<file path="src/rtl/ecc_err_pkg.sv">
package ecc_err_pkg;
  localparam int WR_W = 8;

  typedef enum logic [2:0] {
    IDX_CTRL  = 3'd0,
    IDX_IEN   = 3'd1,
    IDX_STAT  = 3'd2,
    IDX_CLR   = 3'd3,
    IDX_SADDR = 3'd4,
    IDX_DADDR = 3'd5,
    IDX_KEY   = 3'd6,
    IDX_SPARE = 3'd7
  } reg_idx_e;

  localparam logic [WR_W-1:0] KEY_FIRST  = 8'hAE;
  localparam logic [WR_W-1:0] KEY_SECOND = 8'h75;

  localparam int ERR_KINDS  = 2;
  localparam int ERR_SINGLE = 0;
  localparam int ERR_DOUBLE = 1;

  localparam int CTRL_ENA   = 0;
  localparam int CTRL_LATCH = 1;
  localparam int IEN_SINGLE = 0;
  localparam int IEN_DOUBLE = 1;
  localparam int IEN_NMISEL = 2;
endpackage

</file>
<file path="src/rtl/ecc_key_guard.sv">
module ecc_key_guard
  import ecc_err_pkg::*;
(
  input  logic            clk,
  input  logic            rst,
  input  logic            key_we,
  input  logic [WR_W-1:0] key_val,
  input  logic            ctrl_we,
  output logic            unlocked
);
  typedef enum logic [1:0] {KG_LOCKED, KG_HALF, KG_OPEN} kg_state_e;
  kg_state_e state_q;

  always_ff @(posedge clk) begin
    if (rst) begin
      state_q <= KG_LOCKED;
    end else if (key_we) begin
      if (key_val == KEY_FIRST)
        state_q <= KG_HALF;
      else if (state_q == KG_HALF && key_val == KEY_SECOND)
        state_q <= KG_OPEN;
      else
        state_q <= KG_LOCKED;
    end else if (ctrl_we) begin
      state_q <= KG_LOCKED;
    end
  end

  assign unlocked = (state_q == KG_OPEN);
endmodule

</file>
<file path="src/rtl/ecc_err_capture.sv">
module ecc_err_capture #(
  parameter int ADDR_W = 32
) (
  input  logic              clk,
  input  logic              rst,
  input  logic              enable,
  input  logic              latch_en,
  input  logic              err_pulse,
  input  logic [ADDR_W-1:0] err_addr,
  input  logic              clr,
  output logic              flag,
  output logic [ADDR_W-1:0] addr
);
  always_ff @(posedge clk) begin
    if (rst) begin
      flag <= 1'b0;
      addr <= '0;
    end else if (flag) begin
      if (clr) flag <= 1'b0;
    end else if (err_pulse && enable) begin
      flag <= 1'b1;
      if (latch_en) addr <= err_addr;
    end
  end
endmodule

</file>
<file path="src/rtl/ecc_irq_gen.sv">
module ecc_irq_gen (
  input  logic clk,
  input  logic rst,
  input  logic s_flag,
  input  logic d_flag,
  input  logic s_ie,
  input  logic d_ie,
  input  logic nmi_sel,
  output logic irq,
  output logic nmi
);
  logic irq_d, nmi_d;

  always_comb begin
    nmi_d = d_flag & nmi_sel;
    irq_d = (s_flag & s_ie) | (d_flag & d_ie & ~nmi_sel);
  end

  always_ff @(posedge clk) begin
    if (rst) begin
      irq <= 1'b0;
      nmi <= 1'b0;
    end else begin
      irq <= irq_d;
      nmi <= nmi_d;
    end
  end
endmodule

</file>
<file path="src/rtl/ecc_err_ctrl.sv">
module ecc_err_ctrl
  import ecc_err_pkg::*;
#(
  parameter int ADDR_W = 32,
  parameter int DATA_W = 32
) (
  input  logic              clk,
  input  logic              rst,
  input  logic              ecc_en_cfg,
  input  logic [2:0]        reg_sel,
  input  logic              reg_we,
  input  logic [WR_W-1:0]   reg_wdata,
  output logic [DATA_W-1:0] reg_rdata,
  input  logic              sec_pulse,
  input  logic [ADDR_W-1:0] sec_addr,
  input  logic              ded_pulse,
  input  logic [ADDR_W-1:0] ded_addr,
  output logic              irq,
  output logic              nmi
);
  logic ecc_en_q, ale_q, sie_q, die_q, nmisel_q;
  logic ctrl_we, ien_we, clr_we, key_we, unlocked;
  logic [ERR_KINDS-1:0] pulse_v, flag_v, clr_v;
  logic [ADDR_W-1:0]    in_addr [ERR_KINDS];
  logic [ADDR_W-1:0]    cap_addr [ERR_KINDS];
  logic [DATA_W-1:0]    rd_next;

  assign ctrl_we = reg_we && (reg_sel == IDX_CTRL);
  assign ien_we  = reg_we && (reg_sel == IDX_IEN);
  assign clr_we  = reg_we && (reg_sel == IDX_CLR);
  assign key_we  = reg_we && (reg_sel == IDX_KEY);

  assign pulse_v[ERR_SINGLE] = sec_pulse;
  assign pulse_v[ERR_DOUBLE] = ded_pulse;
  assign in_addr[ERR_SINGLE] = sec_addr;
  assign in_addr[ERR_DOUBLE] = ded_addr;
  assign clr_v = clr_we ? reg_wdata[ERR_KINDS-1:0] : '0;

  ecc_key_guard u_key (
    .clk(clk), .rst(rst), .key_we(key_we), .key_val(reg_wdata),
    .ctrl_we(ctrl_we), .unlocked(unlocked)
  );

  for (genvar k = 0; k < ERR_KINDS; k++) begin : g_cap
    ecc_err_capture #(.ADDR_W(ADDR_W)) u_cap (
      .clk(clk), .rst(rst), .enable(ecc_en_q), .latch_en(ale_q),
      .err_pulse(pulse_v[k]), .err_addr(in_addr[k]), .clr(clr_v[k]),
      .flag(flag_v[k]), .addr(cap_addr[k])
    );
  end

  always_ff @(posedge clk) begin
    if (rst) begin
      ecc_en_q <= ecc_en_cfg;
      ale_q    <= 1'b0;
      sie_q    <= 1'b0;
      die_q    <= 1'b0;
      nmisel_q <= 1'b0;
    end else begin
      if (ctrl_we) begin
        ale_q <= reg_wdata[CTRL_LATCH];
        if (reg_wdata[CTRL_ENA])
          ecc_en_q <= 1'b1;
        else if (unlocked)
          ecc_en_q <= 1'b0;
      end
      if (ien_we) begin
        sie_q    <= reg_wdata[IEN_SINGLE];
        die_q    <= reg_wdata[IEN_DOUBLE];
        nmisel_q <= nmisel_q | reg_wdata[IEN_NMISEL];
      end
    end
  end

  ecc_irq_gen u_irq (
    .clk(clk), .rst(rst), .s_flag(flag_v[ERR_SINGLE]), .d_flag(flag_v[ERR_DOUBLE]),
    .s_ie(sie_q), .d_ie(die_q), .nmi_sel(nmisel_q), .irq(irq), .nmi(nmi)
  );

  always_comb begin
    rd_next = '0;
    case (reg_sel)
      IDX_CTRL: begin
        rd_next[CTRL_ENA]   = ecc_en_q;
        rd_next[CTRL_LATCH] = ale_q;
      end
      IDX_IEN: begin
        rd_next[IEN_SINGLE] = sie_q;
        rd_next[IEN_DOUBLE] = die_q;
        rd_next[IEN_NMISEL] = nmisel_q;
      end
      IDX_STAT, IDX_CLR: rd_next[ERR_KINDS-1:0] = flag_v;
      IDX_SADDR: rd_next = DATA_W'(cap_addr[ERR_SINGLE]);
      IDX_DADDR: rd_next = DATA_W'(cap_addr[ERR_DOUBLE]);
      default:   rd_next = '0;
    endcase
  end

  always_ff @(posedge clk) begin
    if (rst) reg_rdata <= '0;
    else     reg_rdata <= rd_next;
  end
endmodule

</file>
<file path="config.mk">
export PLATFORM = sky130hd
export DESIGN_NAME = ecc_err_ctrl
export DESIGN_NICKNAME = d
export VERILOG_FILES = /design/src/rtl/ecc_err_pkg.sv /design/src/rtl/ecc_key_guard.sv /design/src/rtl/ecc_err_capture.sv /design/src/rtl/ecc_irq_gen.sv /design/src/rtl/ecc_err_ctrl.sv
export SDC_FILE = /design/constraint.sdc
export NUM_CORES = 1
export LEC_CHECK = 0
export BUFFER_PORTS_ARGS = -buffer_cell sky130_fd_sc_hd__buf_4
export CAP_MARGIN = 10
export CORE_MARGIN = 2
export CORE_UTILIZATION = 46
export DETAILED_ROUTE_END_ITERATION = 10
export HOLD_SLACK_MARGIN = 0.02
export PLACE_DENSITY = 0.78
export SLEW_MARGIN = 20
export SYNTH_ARGS = -nofsm -noshare
export SYNTH_HDL_FRONTEND = slang
export SYNTH_SLANG_ARGS = --single-unit
export TNS_END_PERCENT = 50
</file>
<file path="constraint.sdc">
create_clock -name clk -period 1.3 [get_ports clk]
set_clock_uncertainty 0.1 [all_clocks]
set_input_delay 0.26 -clock clk [delete_from_list [all_inputs] [get_ports clk]]
set_output_delay 0.26 -clock clk [all_outputs]
set_load 0.01 [all_outputs]
</file>
# Word-level counts from Yosys, hierarchy flattened
# Index checks and enable logic that the tools add are counted.
[totals] reg_bits=107 latch_bits=0 ramBits=0 mem_bits_ro=0 input_bits=81 out_inout_bits=34 word_cells=65 mem_count=0
[classes] n_addsub=0 n_mul=0 n_div=0 order_cmp=0 eq_ne=10 shifts=0 muxes=18 bitwise_logic=9 reduce_logical=15
[op_table] operator="$pmux 29 s2" count=1
[op_table] operator="$mux 1" count=10
[op_table] operator="$mux 2" count=5
[op_table] operator="$pmux 2 s5" count=1
[op_table] operator="$eq 3x3->1 const B" count=3
[op_table] operator="$eq 8x7->1 const B" count=1
[op_table] operator="$eq 8x8->1 const B" count=1
[op_table] operator="$logic_and 1x1->1" count=7
[op_table] operator="$eq 3x2->1 const B" count=2
[op_table] operator="$reduce_and 3->1" count=2
[op_table] operator="$and 1x1->1" count=4
[op_table] operator="$reduce_bool 2->1" count=2
[op_table] operator="$eq 3x1->1 const B" count=1
[op_table] operator="$logic_not 3->1" count=1
[op_table] operator="$not 1->1" count=3
[op_table] operator="$pmux 1 s3" count=1
[op_table] operator="$reduce_bool 3->1" count=1
[op_table] operator="$eq 2x1->1 const B" count=1
[op_table] operator="$eq 2x2->1 const B" count=1
[op_table] operator="$or 1x1->1" count=2
[op_table] operator="$reduce_and 2->1" count=1
[op_table] operator="$reduce_or 2->1" count=1

# Depth between registers and ports, before layout
[logic_depth] depth_word=5 ltp_mapped=5 ltp_nobuf=3

# Cells and area by module
# Synthesis repeated with hierarchy kept, for this count alone.
[unflattened] hier_cells=452 area_unflattened_um2=4636.9
[modules_own_cells] module="ecc_err_capture" instances=2 cells_each=144 area_per_inst_um2=1510.2 seq_area_each_um2=660.6
[modules_own_cells] module="ecc_err_ctrl" instances=1 cells_each=146 area_per_inst_um2=1427.6 seq_area_each_um2=750.7
[modules_own_cells] module="ecc_key_guard" instances=1 cells_each=11 area_per_inst_um2=125.1 seq_area_each_um2=40.0
[modules_own_cells] module="ecc_irq_gen" instances=1 cells_each=7 area_per_inst_um2=63.8 seq_area_each_um2=40.0

# Worst setup path before layout
# Ideal clock, no wire load.
[synth_timing] path_type="input port to flip-flop" from="input port reg_sel[1]" to="register ecc_en_q (enable)" arrival_time_ns=0.929 required_ns=0.908 slack_ns=-0.021 path_stages=4 path_cell_list="buf_2 nor4b_2 o21ai_0 nand2_1"
[synth_between] elab_chain_len=4
[synth_rtl] element="start: declaration" line_no="ecc_err_ctrl.sv:10" rtl="input logic [2:0] reg_sel,"
[synth_rtl] element="$logic_not 3->1" line_no="ecc_err_ctrl.sv:28" rtl="assign ctrl_we = reg_we && (reg_sel == IDX_CTRL);"
[synth_rtl] element="$logic_and 1x1->1" line_no="ecc_err_ctrl.sv:28"
[synth_rtl] element="$reduce_bool 2->1 (no line)"
[synth_rtl] element="$reduce_and 2->1 (no line)"
[synth_rtl] element="end signal: assignment" line_no="ecc_err_ctrl.sv:54" rtl="ecc_en_q <= ecc_en_cfg;"
[synth_rtl] element="end: declaration" line_no="ecc_err_ctrl.sv:21" rtl="logic ecc_en_q, ale_q, sie_q, die_q, nmisel_q;"
# Every way passes these cells.
# A chain may end at the register's enable or synchronous reset.

# Worst setup path in the final report
[layout_timing] from="register ecc_en_q" to="register g_cap[1].u_cap.addr[15]"
[layout_between] elab_chain_len=2
[layout_rtl] element="$logic_and 1x1->1" line_no="ecc_err_capture.sv:20" rtl="end else if (err_pulse && enable) begin"
[layout_rtl] element="$reduce_and 3->1 (no line)"
[layout_rtl] element="end signal: assignment" line_no="ecc_err_capture.sv:22" rtl="if (latch_en) addr <= err_addr;"
[layout_rtl] element="end: declaration" line_no="ecc_err_capture.sv:12" rtl="output logic [ADDR_W-1:0] addr"
# Every way passes these cells.

==> qor.csv <==
metric,value,unit
top-area cell type share of the netlist area,0.545,
root buffer cell,clkbuf_8,
Crit Path Class,reg2reg,
met1 Track Usage GR,0.281,
Power Dens Cells,1140,nW/µm²
M3 GR Usage,0.0462,
DR pass1 iterations,4,
vias in the first global route,3354,
standard-cell row count,33,
initial antenna violation count,0,
# port buffers,114,
CP startpoint kind,flop,
share of cells above drive strength 1,0.328,
Max Fanout on Critical Path,13,
Final Critical Period,1350,ps
final net count,649,
Slew HR,0.583,
Initial Utilization,0.474,
R2R setup slack,-50,ps
Mapped Nets,532,
Slew @ Worst Pin,625,ps
1st-iter DRT viols,131,
Yosys reg bits,107,
sequential element share of the synthesized area,0.553,
Final WS setup,-46.6,ps
Remaining DRCs,0,
DIE AREA,9220,µm²
first-pass GRT wire length,15600,µm
Fillers,707,
routed vias,3575,
Max Cap Violations,0,
Die Y,96.0,µm
Leakage,2.01,nW
CTS tree,yes,
TNS Setup,-464,ps
Max Fclk,743,MHz
status,"complete, but fails checks",
Mapped Cells,451,
"top cells by area, synth","dfxtp_1, nand2_1, a21oi_1",
crit share post-route,1.04,
Worst Hold End,g_cap[1].u_cap.addr[31],
core area,8220,µm²
most instantiated cells after synthesis,"nand2_1, dfxtp_1, a21oi_1",
Critical Path RT,1420,ps
Critical Path End Type,flop,
Hold Path Depth,3,
synthesis-to-layout area growth,37.2,%
Post-synth EDFFs,1,
"Reg clk slew, reported paths",110,ps
yosys warns,0,
Ports,115,
GPL Wtd Cong,0.815,
CTS Buf Count,9,
largest net degree at the start of global routing,48,
worst skew pair latency,370,ps
RSZ-0062 raised after global routing,yes,
gr usage total,0.216,
utilization after layout,0.650,
hold_ws,26.3,ps
"Hold Violations, Final",0,
most frequent cell after synthesis,nand2_1,
PnR Total Power,6.09,mW
fraction of registers with async set/reset,0,
clk sinks,107,
DRT Wirelength,10100,µm
Final Setup Violations,33,
"Data arrival, critical path",1470,ps
H-tree depth,3,
"area leader, netlist",dfxtp_1,
Yosys cell types,32,
Post-Syn Area,3890,µm²
ys flop type,dfxtp_1,
R2R Path Start,ecc_en_q,
failing checks,negative setup slack,
Avg Vias per Cell,5.27,
RR Endpoint,g_cap[1].u_cap.addr[15],
Routed Antenna Nets,0,
pins over their slew limit,0,
hpwl dp,6620,µm
DR WL/cell,14.9,µm
worst hold start,ded_addr[31],
R2R cell count,4,
layer with the highest usage,met2,
HP Class,in2reg,
GRT overflow,0,
maximum vdd drop,0.651,mV
diode count,0,
mean post-synth cell area,8.63,µm²
deepest clock path buffer count,2,
Die W,96.0,µm
met2 GRT Util,0.362,
-- cell families after synthesis --
group	synth area share
AOI/OAI and AO/OA	0.160
xor gates and xnor gates	0.00225
buffers and inverters	0.0421
DFF	0.553
muxes	0.0219
and+or+nand+nor	0.221
-- power breakdown --
part	internal [mW]	switching [mW]
clock	1.13	1.19
sequential	3.30	0.0153
combinational	0.249	0.203
total	4.68	1.41
-- area by class of cell --
type / instances / area [µm²] / share of cell area
flip-flops and latches: 107 / 2150 / 0.403
clock inverters: 7 / 108 / 0.0201
inverters: 1 / 3.75 / 0.000703
multi-input cells: 309 / 1690 / 0.316
repair buffers: 140 / 1130 / 0.212
clock buffers: 9 / 124 / 0.0232
well taps: 105 / 131 / 0.0246
-- placed cells by master, fill, tap and decap left out, drive strengths merged --
cell type,instances
nor2,33
nand4,2
nor3b,1
and4,1
mux2,2
nand4b,2
a22oi,29
xor2,1
and4bb,1
dfxtp,106
inv,5
nand2b,2
bufinv,2
mux4,1
nor2b,3
nand3b,4
o31a,1
dlygate4sd3,2
and4b,4
o21ai,3
mux2i,4
nor4bb,3
clkbuf,10
nor3,2
a21oi,73
clkinvlp,1
nor4b,1
nand2,131
and3,1
edfxtp,1
and3b,2
a311oi,2
buf,137
-- layer usage --
layer,part of all wire,routed length [µm]
met5,0,0
met1,0.44,4430
met3,0.056,567
met4,0.013,134
met2,0.49,5000
-- through the flow --
step | cells | setup slack, ps | area, µm²
finish | 678 | -46.6 | 5340
detailed placement | 657 | -39.2 | 4920
global route | 678 | -88.3 | 5340
global placement | 657 | -32.0 | 4920
CTS | 675 | -11.4 | 5170
floorplan | 451 | 11.5 | 3900
-- worst max path at each step --
stage | start | end | slack, ps | cells past startpoint
final | ecc_en_q | g_cap[1].u_cap.addr[15] | -50 | 4
after CTS | ecc_en_q | g_cap[0].u_cap.addr[26] | -10 | 4
after global placement | reg_sel[2] | reg_rdata[31] | -30 | 5
after floorplan | reg_sel[1] | ecc_en_q | 10 | 4
after detailed placement | reg_sel[1] | ecc_en_q | -40 | 4
after global routing | ecc_en_q | g_cap[1].u_cap.addr[0] | -90 | 4
-- state kept, by name, summed over array words and instances, names as in the netlist --
name	count
g_cap.u_cap.addr	64
reg_rdata	32
g_cap.u_cap.flag	2
u_key.state_q	2
ale_q	1
die_q	1
ecc_en_q	1
nmisel_q	1
sie_q	1
u_irq.irq	1
u_irq.nmi	1
-- critical path, cell delays in order (launching register included) --
cell and delay [ps]:
edfxtp_1 480, and4b_2 300, clkbuf_16 190, nand2_1 80, a21oi_1 60
-- timing repair --
item                                    CTS  global route
pin swaps                                 1             2
gates resized for setup                   3            34
endpoints found under the setup margin   12            63
gates cloned                              0             1
hold buffers                              1             1
endpoints found under the hold margin     1             1
buffers inserted                          1             1
Note: power is estimated with default switching activity, not from simulation.
